[src/rtl/db_pkg.sv]
package db_pkg;
  typedef enum logic [2:0] {
    QT_COMPUTE  = 3'd0,
    QT_GFX      = 3'd1,
    QT_DMA_RING = 3'd2,
    QT_DMA_PAGE = 3'd3,
    QT_AQL      = 3'd4,
    QT_IRQ      = 3'd5,
    QT_RUNLIST  = 3'd6,
    QT_BAD      = 3'd7
  } qtype_e;
endpackage

[src/rtl/db_table.sv]
module db_table #(
  parameter int N         = 16,
  parameter int OFS_W     = 16,
  parameter int ENG_W     = 4,
  parameter int unsigned USER_BASE = 32'h4000
) (
  input  logic             clk_i,
  input  logic             rst_ni,
  input  logic             reg_i,
  input  logic [OFS_W-1:0] reg_ofs_i,
  input  logic [2:0]       reg_type_i,
  input  logic [ENG_W-1:0] reg_eng_i,
  input  logic             clear_i,
  input  logic [OFS_W-1:0] look_ofs_i,
  output logic             hit_o,
  output logic [2:0]       type_o,
  output logic [ENG_W-1:0] eng_o
);
  localparam int IW = (N > 1) ? $clog2(N) : 1;

  logic [N-1:0]     vld_q;
  logic [OFS_W-1:0] ofs_q [N];
  logic [2:0]       ty_q  [N];
  logic [ENG_W-1:0] eng_q [N];
  logic [N-1:0]     look_m, reg_m, user_m;
  logic [IW-1:0]    slot;
  logic             slot_ok;

  always_comb begin
    hit_o  = 1'b0;
    type_o = '0;
    eng_o  = '0;
    for (int i = 0; i < N; i++) begin
      look_m[i] = vld_q[i] && (ofs_q[i] == look_ofs_i);
      reg_m[i]  = vld_q[i] && (ofs_q[i] == reg_ofs_i);
      user_m[i] = vld_q[i] && (32'(ofs_q[i]) >= USER_BASE);
      if (look_m[i]) begin
        hit_o  = 1'b1;
        type_o = type_o | ty_q[i];
        eng_o  = eng_o | eng_q[i];
      end
    end
  end

  // existing binding wins over first free slot
  always_comb begin
    slot    = '0;
    slot_ok = 1'b0;
    for (int i = 0; i < N; i++)
      if (!slot_ok && !vld_q[i]) begin
        slot    = IW'(i);
        slot_ok = 1'b1;
      end
    for (int i = 0; i < N; i++)
      if (reg_m[i]) begin
        slot    = IW'(i);
        slot_ok = 1'b1;
      end
  end

  always_ff @(posedge clk_i or negedge rst_ni) begin
    if (!rst_ni) begin
      vld_q <= '0;
      for (int i = 0; i < N; i++) begin
        ofs_q[i] <= '0;
        ty_q[i]  <= '0;
        eng_q[i] <= '0;
      end
    end else begin
      if (clear_i)
        for (int i = 0; i < N; i++)
          if (user_m[i]) vld_q[i] <= 1'b0;
      if (reg_i && slot_ok) begin
        vld_q[slot] <= 1'b1;
        ofs_q[slot] <= reg_ofs_i;
        ty_q[slot]  <= reg_type_i;
        eng_q[slot] <= reg_eng_i;
      end
    end
  end

  p_hit_unique_r5: assert property (@(posedge clk_i) disable iff (!rst_ni)
    $onehot0(look_m));
  p_clear_user_r9: assert property (@(posedge clk_i) disable iff (!rst_ni)
    clear_i && !reg_i |=> user_m == '0);
endmodule

[src/rtl/db_pend.sv]
module db_pend #(
  parameter int N     = 8,
  parameter int OFS_W = 16,
  parameter int DW    = 64
) (
  input  logic             clk_i,
  input  logic             rst_ni,
  input  logic             store_i,
  input  logic [OFS_W-1:0] store_ofs_i,
  input  logic [DW-1:0]    store_data_i,
  input  logic [OFS_W-1:0] look_ofs_i,
  input  logic             free_i,
  output logic             hit_o,
  output logic [DW-1:0]    data_o,
  output logic             ovf_o
);
  localparam int IW = (N > 1) ? $clog2(N) : 1;

  logic [N-1:0]     vld_q;
  logic [OFS_W-1:0] ofs_q [N];
  logic [DW-1:0]    dat_q [N];
  logic [N-1:0]     look_m, st_m;
  logic [IW-1:0]    slot;
  logic             slot_ok, ovf_q, full;

  assign full  = &vld_q;
  assign ovf_o = ovf_q;

  always_comb begin
    hit_o  = 1'b0;
    data_o = '0;
    for (int i = 0; i < N; i++) begin
      look_m[i] = vld_q[i] && (ofs_q[i] == look_ofs_i);
      st_m[i]   = vld_q[i] && (ofs_q[i] == store_ofs_i);
      if (look_m[i]) begin
        hit_o  = 1'b1;
        data_o = data_o | dat_q[i];
      end
    end
  end

  always_comb begin
    slot    = '0;
    slot_ok = 1'b0;
    for (int i = 0; i < N; i++)
      if (!slot_ok && !vld_q[i]) begin
        slot    = IW'(i);
        slot_ok = 1'b1;
      end
    for (int i = 0; i < N; i++)
      if (st_m[i]) begin
        slot    = IW'(i);
        slot_ok = 1'b1;
      end
  end

  always_ff @(posedge clk_i or negedge rst_ni) begin
    if (!rst_ni) begin
      vld_q <= '0;
      ovf_q <= 1'b0;
      for (int i = 0; i < N; i++) begin
        ofs_q[i] <= '0;
        dat_q[i] <= '0;
      end
    end else begin
      if (free_i)
        for (int i = 0; i < N; i++)
          if (look_m[i]) vld_q[i] <= 1'b0;
      if (store_i) begin
        if (slot_ok) begin
          vld_q[slot] <= 1'b1;
          ofs_q[slot] <= store_ofs_i;
          dat_q[slot] <= store_data_i;
        end else begin
          ovf_q <= 1'b1;
        end
      end
    end
  end

  p_pend_unique_r6: assert property (@(posedge clk_i) disable iff (!rst_ni)
    $onehot0(look_m));
  p_full_drop_r11: assert property (@(posedge clk_i) disable iff (!rst_ni)
    store_i && full && (st_m == '0) |=> ovf_o);
endmodule

[src/rtl/doorbell_router.sv]
module doorbell_router
  import db_pkg::*;
#(
  parameter int TBL_N  = 16,
  parameter int PEND_N = 8,
  parameter int OFS_W  = 16,
  parameter int ENG_W  = 4,
  parameter int DW     = 64,
  parameter int unsigned USER_BASE = 32'h4000
) (
  input  logic             clk_i,
  input  logic             rst_ni,
  input  logic             reg_valid_i,
  input  logic [OFS_W-1:0] reg_offset_i,
  input  logic [2:0]       reg_type_i,
  input  logic [ENG_W-1:0] reg_engine_i,
  input  logic             clear_user_i,
  input  logic             wr_valid_i,
  input  logic [OFS_W-1:0] wr_offset_i,
  input  logic [DW-1:0]    wr_data_i,
  output logic             wr_ready_o,
  input  logic             replay_valid_i,
  input  logic [OFS_W-1:0] replay_offset_i,
  output logic             disp_valid_o,
  output logic [2:0]       disp_type_o,
  output logic [ENG_W-1:0] disp_engine_o,
  output logic [OFS_W-1:0] disp_offset_o,
  output logic [DW-1:0]    disp_data_o,
  output logic             aql_idx_valid_o,
  output logic [DW-1:0]    aql_idx_o,
  output logic             err_o,
  output logic             pend_ovf_o
);
  localparam int HALF = DW / 2;

  logic             wr_take, rp_hit, src_valid, go, bad;
  logic [OFS_W-1:0] src_ofs;
  logic [DW-1:0]    src_data, pend_data, shaped, plus1;
  logic             tbl_hit;
  logic [2:0]       tbl_ty;
  logic [ENG_W-1:0] tbl_eng;
  qtype_e           qt;

  // replay owns the single dispatch slot
  assign wr_ready_o = !replay_valid_i;
  assign wr_take    = wr_valid_i && wr_ready_o;

  db_pend #(.N(PEND_N), .OFS_W(OFS_W), .DW(DW)) i_pend (
    .clk_i, .rst_ni,
    .store_i      (wr_take && !tbl_hit),
    .store_ofs_i  (wr_offset_i),
    .store_data_i (wr_data_i),
    .look_ofs_i   (replay_offset_i),
    .free_i       (rp_hit && tbl_hit),
    .hit_o        (rp_hit_raw),
    .data_o       (pend_data),
    .ovf_o        (pend_ovf_o)
  );

  logic rp_hit_raw;
  assign rp_hit    = replay_valid_i && rp_hit_raw;
  assign src_valid = rp_hit || wr_take;
  assign src_ofs   = rp_hit ? replay_offset_i : wr_offset_i;
  assign src_data  = rp_hit ? pend_data : wr_data_i;

  db_table #(.N(TBL_N), .OFS_W(OFS_W), .ENG_W(ENG_W), .USER_BASE(USER_BASE)) i_table (
    .clk_i, .rst_ni,
    .reg_i      (reg_valid_i),
    .reg_ofs_i  (reg_offset_i),
    .reg_type_i (reg_type_i),
    .reg_eng_i  (reg_engine_i),
    .clear_i    (clear_user_i),
    .look_ofs_i (src_ofs),
    .hit_o      (tbl_hit),
    .type_o     (tbl_ty),
    .eng_o      (tbl_eng)
  );

  assign qt    = qtype_e'(tbl_ty);
  assign go    = src_valid && tbl_hit;
  assign bad   = go && (qt == QT_BAD);
  assign plus1 = src_data + DW'(1);

  always_comb begin
    case (qt)
      QT_AQL:  shaped = plus1;
      QT_IRQ:  shaped = {{(DW-HALF){1'b0}}, src_data[HALF-1:0]};
      default: shaped = src_data;
    endcase
  end

  always_ff @(posedge clk_i or negedge rst_ni) begin
    if (!rst_ni) begin
      disp_valid_o    <= 1'b0;
      disp_type_o     <= '0;
      disp_engine_o   <= '0;
      disp_offset_o   <= '0;
      disp_data_o     <= '0;
      aql_idx_valid_o <= 1'b0;
      aql_idx_o       <= '0;
      err_o           <= 1'b0;
    end else begin
      disp_valid_o    <= go && !bad;
      aql_idx_valid_o <= go && (qt == QT_AQL);
      err_o           <= bad;
      if (go) begin
        disp_type_o   <= tbl_ty;
        disp_engine_o <= tbl_eng;
        disp_offset_o <= src_ofs;
        disp_data_o   <= shaped;
        aql_idx_o     <= plus1;
      end
    end
  end

  p_irq_low_r3: assert property (@(posedge clk_i) disable iff (!rst_ni)
    disp_valid_o && (disp_type_o == 3'd5) |-> disp_data_o[DW-1:HALF] == '0);
  p_aql_pair_r4: assert property (@(posedge clk_i) disable iff (!rst_ni)
    aql_idx_valid_o |-> disp_valid_o && (disp_type_o == 3'd4) && (aql_idx_o == disp_data_o));
  p_err_excl_r10: assert property (@(posedge clk_i) disable iff (!rst_ni)
    err_o |-> !disp_valid_o);
  p_ovf_sticky_r11: assert property (@(posedge clk_i) disable iff (!rst_ni)
    pend_ovf_o |=> pend_ovf_o);
endmodule

[config.mk]
export PLATFORM = sky130hd
export DESIGN_NAME = doorbell_router
export DESIGN_NICKNAME = d
export VERILOG_FILES = /design/src/rtl/db_pkg.sv /design/src/rtl/db_table.sv /design/src/rtl/db_pend.sv /design/src/rtl/doorbell_router.sv
export SDC_FILE = /design/constraint.sdc
export NUM_CORES = 2
export LEC_CHECK = 0
export BUFFER_PORTS_ARGS = -buffer_cell sky130_fd_sc_hd__buf_2
export CORE_UTILIZATION = 35
export DETAILED_ROUTE_END_ITERATION = 8
export SETUP_SLACK_MARGIN = 0.2
export SLEW_MARGIN = 20
export SYNTH_ARGS = -nofsm -noshare
export SYNTH_HDL_FRONTEND = slang
export SYNTH_SLANG_ARGS = --single-unit
[constraint.sdc]
create_clock -name clk_i -period 6.9 [get_ports clk_i]
set_input_delay 0.69 -clock clk_i [delete_from_list [all_inputs] [get_ports clk_i]]
set_output_delay 0.69 -clock clk_i [all_outputs]
set_load 0.005 [all_outputs]
Yosys cells after proc, flatten, opt, wreduce, memory -nomap -nowiden
Index checks and enable logic that the tools add are counted.
{"block": "totals", "out_inout_bits": 156, "word_cells": 549, "in_bits": 125, "regBits": 1187}
{"block": "classes", "order_cmp": 24, "mux": 209, "bitwise_logic": 42, "add_sub_neg": 1, "n_reduce_logical": 147, "n_eq_ne": 51}
{"cell": "$eq 16x16->1", "count": 48}
{"cell": "$mux 64", "count": 10}
{"cell": "$bwmux 512", "count": 1}
{"cell": "$or 64x64->64", "count": 7}
{"cell": "$bwmux 256", "count": 1}
{"cell": "$ge 16x15->1 const B", "count": 16}
{"cell": "$demux 64 s3", "count": 1}
{"cell": "$mux 4", "count": 41}
{"cell": "$bwmux 128", "count": 1}
{"cell": "$pmux 64 s2", "count": 1}
{"cell": "$mux 1", "count": 100}
{"cell": "$logic_and 1x1->1", "count": 99}
{"cell": "$mux 3", "count": 33}
{"cell": "$mux 16", "count": 5}
{"cell": "$add 64x1->64 const B", "count": 1}
{"cell": "$bwmux 64", "count": 1}
{"cell": "$demux 16 s4", "count": 1}
{"cell": "$or 4x4->4", "count": 15}
{"cell": "$bwmux 48", "count": 1}
{"cell": "$demux 16 s3", "count": 1}
{"cell": "$logic_not 1->1", "count": 45}
{"cell": "$or 3x3->3", "count": 15}
{"cell": "$mux 8", "count": 3}
{"cell": "$demux 4 s4", "count": 1}
{"cell": "other kinds (20)", "count": 26}

Depth between registers and ports, before layout
{"block": "depth", "word_depth": 67, "ltp_mapped": 30, "ltp_nobuf": 15}

Modules after synthesis
Synthesis repeated with hierarchy kept, for this count alone.
{"block": "hier_totals", "cells_unflattened": 5392, "area_unflattened_um2": 62851.5}
{"mod": "db_pend", "area_per_inst_um2": 30331.6, "cells_each": 2251, "instances": 1, "seq_area_each_um2": 16240.6}
{"mod": "db_table", "area_per_inst_um2": 22522.9, "cells_each": 1932, "instances": 1, "seq_area_each_um2": 9609.2}
{"mod": "doorbell_router", "area_per_inst_um2": 9997.1, "cells_each": 1209, "instances": 1, "seq_area_each_um2": 3853.7}

Worst setup path after synthesis
No wires, ideal clock.
{"block": "synth_timing", "path_kind": "input port to flip-flop", "startpoint": "in replay_offset_i[4]", "endpoint": "reg disp_data_o[18]", "arrival_ps": 5743, "setup_time_ps": 132, "t_required_ps": 6768, "n_path_buf": 14, "path_stages": 29, "setup_slack_ps": 1025, "path_cell_list": "buf_2 -> buf_4 -> xnor2_1 -> nand4_1 -> nor4_2 -> a22oi_2 -> a41o_1 -> buf_6 -> buf_6 -> buf_6 -> buf_6 -> buf_6 -> buf_6 -> buf_6 -> buf_2 -> buf_2 -> buf_2 -> clkbuf_1 -> clkbuf_1 -> nand2_1 -> o21ai_0 -> ha_1 -> nand4_1 -> or4_1 -> nand2b_1 -> nand2b_1 -> nor3_2 -> xnor2_1 -> o21ai_1"}
{"block": "synth_via", "elab_chain_len": 47, "elab_cells_between_ends": 127, "cone_classes": "1 x add/sub; 26 x eq/ne; 51 x mux; 22 x bitwise; 27 x reduce/logical"}
{"element": "start: declaration", "line": "doorbell_router.sv:23", "rtl": "input logic [OFS_W-1:0] replay_offset_i,"}
{"element": "$eq 16x16->1", "line": "db_pend.sv:33", "rtl": "look_m[i] = vld_q[i] && (ofs_q[i] == look_ofs_i);"}
{"element": "$logic_and 1x1->1", "line": "db_pend.sv:33"}
{"element": "$mux 1 (8 in a row)", "line": "db_pend.sv:35", "rtl": "if (look_m[i]) begin"}
{"element": "$logic_and 1x1->1", "line": "doorbell_router.sv:61", "rtl": "assign rp_hit = replay_valid_i && rp_hit_raw;"}
{"element": "$mux 16", "line": "doorbell_router.sv:63", "rtl": "assign src_ofs = rp_hit ? replay_offset_i : wr_offset_i;"}
{"element": "$eq 16x16->1", "line": "db_table.sv:34", "rtl": "look_m[i] = vld_q[i] && (ofs_q[i] == look_ofs_i);"}
{"element": "$logic_and 1x1->1", "line": "db_table.sv:34"}
{"element": "$mux 3", "line": "db_table.sv:37", "rtl": "if (look_m[i]) begin"}
{"element": "[24 not listed]"}
{"element": "$or 3x3->3", "line": "db_table.sv:39", "rtl": "type_o = type_o | ty_q[i];"}
{"element": "$mux 3", "line": "db_table.sv:37"}
{"element": "$or 3x3->3", "line": "db_table.sv:39"}
{"element": "$mux 3", "line": "db_table.sv:37"}
{"element": "$or 3x3->3", "line": "db_table.sv:39"}
{"element": "$mux 3", "line": "db_table.sv:37"}
{"element": "$eq 3x3->1", "line": "doorbell_router.sv:85", "rtl": "case (qt)"}
{"element": "$pmux 64 s2", "line": "doorbell_router.sv:85"}
{"element": "end signal: assignment", "line": "doorbell_router.sv:110", "rtl": "disp_data_o <= shaped;"}
{"element": "end: declaration", "line": "doorbell_router.sv:28", "rtl": "output logic [DW-1:0] disp_data_o,"}
Parallel ways exist; a longest one is shown, timed or not.
A chain may end at the register's enable or synchronous reset.

Worst setup path in the final report
{"block": "layout_timing", "startpoint": "in replay_offset_i[2]", "endpoint": "reg disp_data_o[2]"}
The elaborated chain is that of the path after synthesis.

==> summary.md <==
| Metric | Value |
|---|---|
| Die Wd | 436 µm |
| Core area | 186,000 µm² |
| Post-synth top area share | 45.1% |
| Unrepaired setup endpoints after global routing | no |
| Seq/Total Area, Yosys | 45.1% |
| Initial antenna violation count | 31 |
| GP Congestion | 1.03 |
| Post-Synth Simple-Gate Area | 9.44% |
| Leak | 32.7 nW |
| Overflow after GRT | 0 |
| Combinational fraction of design power | 25.9% |
| Worst Setup Start Kind | input pin |
| WS Path Type | input pin to register |
| Synth Area in Compound Gates | 11.8% |
| Final setup vio count | 0 |
| Net Sw Frac | 31.9% |
| Synth cell types | 108 |
| Seq pwr share | 44.3% |
| Worst-path fanout max | 46 |
| CTS Buffer Depth | 3 |
| Final worst-path cycle share | 94.1% |
| Final Max Slew Viols | 0 |
| Worst Hold Depth | 2 |
| FF+latch area | 29,700 µm² |
| I/O Buffers | 280 |
| Total Routing Usage GR | 27.7% |
| Area delta synth->final | 14.2% |
| Die area | 190,000 µm² |
| H-tree Lvls | 4 |
| Register-to-Register Path Depth | 17 |
| CP bufs+invs | 4 |
| Combinational family with the most area after synthesis | multiplexers |
| EDFF count, synth | 0 |
| Clock latency on the worst-skew pair | 0.83 ns |
| Die Y | 436 µm |
| YS warnings | 0 |
| Worst path slowest cell | nor4_1 |
| Most frequent cells in the layout | dfrtp_1 (1,187), mux2_2 (668), xnor2_1 (557) |
| Area of the multi-input gates | 33,400 µm² |
| DR WL/cell | 30.9 µm |
| Layout cell share with drive strength beyond 1 | 28.8% |
| Cell Pwr Density | 330 nW/µm² |
| Sw Pwr | 0.00792 W |
| CP peak stage delay | 1.13 ns |
| CTS tree | yes |
| Peak supply drop | 315 µV |
| CP arrival | 7.18 ns |
| IO Count | 281 |
| HP Class | input pin to register |
| Crit path time final | 6.49 ns |
| Critical path's top delay family | simple AND/OR/NAND/NOR gates |
| Largest area contributor in the netlist | dfrtp_1 |
| Largest net degree at the start of global routing | 187 |
| Synth Area in Adders | 0.0190% |
| Final Non-Filler Cells | 8,658 |
| Mux cell area share after synthesis | 18.3% |
| CP Depth | 18 |
| Post-DP HPWL | 186 mm |
| Total of max-cap violations | 0 |
| Worst Skew | 0.0539 ns |
| DR iter-0 viols | 5,774 |
| Final Hold Vio Count | 0 |
| DRT antenna net count | 0 |
| Root buffer cell | clkbuf_16 |
| Post-Synth XOR/XNOR Area | 10.9% |
| Commonest non-fill, non-tap cell in the layout | dfrtp_1 |
| Post-CTS sizing | 0 |
| # fillers | 18,000 |
| Via count | 51,700 |
| CTS sink count | 1,187 |
| Reg2Reg Setup Slack | 0.42 ns |
| Clk slew on worst S/H paths | 0.06 ns |
| FMAX | 0.154 GHz |
| Crit end category | register |
| Placed Instances | 8,406 |
| Mapped cell area | 65,900 µm² |
| Num CTS Buffers | 136 |
| Main flop type after synthesis | dfrtp_1 |
| Layout Nets | 6,192 |
| Cell chain of the critical path | buf_2, xnor2_1, nand4_1, nor4_2, buf_4, a22oi_2, a41o_4, mux2i_2, o2bb2ai_1, nor4_1, buf_4, a22o_1, nor4_1, o311ai_4, buf_12, nor2_1, xnor2_1, o21ai_0 |
| Tot Pwr | 0.0248 W |
| Slew margin rel. | 13.1% |
| Initial Utilization | 35.4% |
| P_int | 0.0169 W |
| 1st-pass router iterations | 8 |
| Fraction of registers with async set/reset | 100% |
| Status | complete, no violations |
| Syn nets | 5,992 |
| Vias in the first global route | 51,800 |
| DRT Wirelength | 267 mm |
| DRC viols | 0 |
| Syn avg cell area | 11.2 µm² |
| Worst EP required | 7.59 ns |
| Vias/cell | 5.98 |
| First-pass GRT wire length | 385 mm |
| Cells after synthesis | 5,866 |
| Clk network pwr share | 29.9% |
| Rows | 158 |
| Worst-Margin Slew | 1.29 ns |
| Synth area leaders | dfrtp_1 (45%), mux2_2 (11%), xnor2_1 (7.4%) |
| FF+latch count, synth | 1,187 |
-- cell type report --
class	count	area share, %
tap	2480	4.13
multi-input combinational	4056	44.4
sequential	1187	39.5
clock buffer	191	5.23
timing repair buffer	561	5.33
clock inverter	48	0.794
inverter	124	0.619
antenna	11	0.0366
-- Yosys cell counts, types with 19 or more instances --
cell type / instances
dfrtp_1: 1187
and3_1: 19
a222oi_1: 25
buf_2: 61
o22ai_1: 78
o21ai_0: 222
a22oi_1: 213
buf_6: 66
nand2b_1: 21
nand3_1: 156
mux2_4: 205
nand4_1: 148
nand2_1: 249
nor3_1: 69
mux2_2: 668
o21ai_1: 45
a41oi_1: 33
nor2_1: 210
a31oi_1: 35
inv_1: 117
a221oi_1: 46
a21o_1: 38
mux2i_1: 34
mux2_1: 91
xnor2_1: 557
buf_4: 19
o2bb2ai_1: 21
and4_1: 27
clkbuf_1: 259
a22o_1: 57
xor2_1: 262
buf_1: 94
a21oi_1: 101
nor4_1: 97
-- state kept, by name, indices dropped and copies added, names as in the netlist --
register,cells
i_pend.vld_q,8
disp_type_o,3
err_o,1
aql_idx_valid_o,1
disp_valid_o,1
i_table.ty_q,48
disp_engine_o,4
i_pend.ovf_o,1
i_table.ofs_q,256
i_table.eng_q,64
aql_idx_o,64
i_pend.ofs_q,128
disp_data_o,64
disp_offset_o,16
i_table.vld_q,16
i_pend.dat_q,512
-- final timing paths --
check / start / end
min reg2reg: disp_data_o[14] / disp_data_o[14]
max in group asynchronous: rst_ni / i_pend.ofs_q[38]
min in group asynchronous: rst_ni / i_pend.dat_q[13]
min: wr_data_i[24] / i_pend.dat_q[280]
max: replay_offset_i[2] / disp_data_o[2]
max reg2reg: i_pend.ofs_q[46] / disp_data_o[2]
-- metal layers --
| layer | wire length (µm) | global-route usage (%) | vias up |
|---|---|---|---|
| met5 | 168 | 0 | - |
| met1 | 104000 | 34.4 | 26500 |
| met3 | 20800 | 5.37 | 889 |
| met2 | 121000 | 43.5 | 2669 |
| li1 | - | - | 21700 |
| met4 | 21300 | 18.9 | 26 |
-- kinds of logic (layout without fill, tap and decap cells) --
| kind of cell | count (synthesis) | count (layout) |
|---|---|---|
| buffers and inverters | 623 | 924 |
| AO/OA/AOI/OAI | 1089 | 1089 |
| multiplexers | 1003 | 1003 |
| other | 0 | 11 |
| flip-flops | 1187 | 1187 |
| adder cells (fa/ha/maj) | 1 | 1 |
| AND/OR/NAND/NOR | 1144 | 1144 |
| XOR/XNOR | 819 | 819 |
-- worst register-to-register path: cells and delay by family, from the launching register on --
kind,cells,cell delay [ns]
simple gates,5,1.98
flops,1,0.43
compound gates,6,1.40
mux,1,0.96
xor+xnor,2,0.64
buf+inv,3,0.95
-- power groups by stage --
stage	combinational, W	clock (W)	sequential [W]
floorplan	0.00490	0	0.0104
global placement	0.00618	0	0.0110
detailed placement	0.00636	0	0.0110
CTS	0.00638	0.00753	0.0109
global route	0.00687	0.00781	0.0112
finish	0.00642	0.00741	0.0110
-- stage by stage --
stage,cell area (µm²),TNS (ns),utilization (%),setup slack [ns],hold WS (ns)
3_3_place_gp,70600,-13.90,37.9,-0.131,0.466
4_1_cts,75100,0,40.3,0.658,0.145
6_report,75200,0,40.4,0.406,0.188
2_1_floorplan,65900,0,-,1.03,0.394
5_1_grt,75200,0,40.4,0.257,0.178
3_5_place_dp,70600,-31.65,37.9,-0.170,0.469
-- repair_timing --
item	in CTS	in global routing
endpoints found under the hold margin	110	0
hold buffers	1	0
buffers inserted	0	0
(Power assumes the default switching activity.)
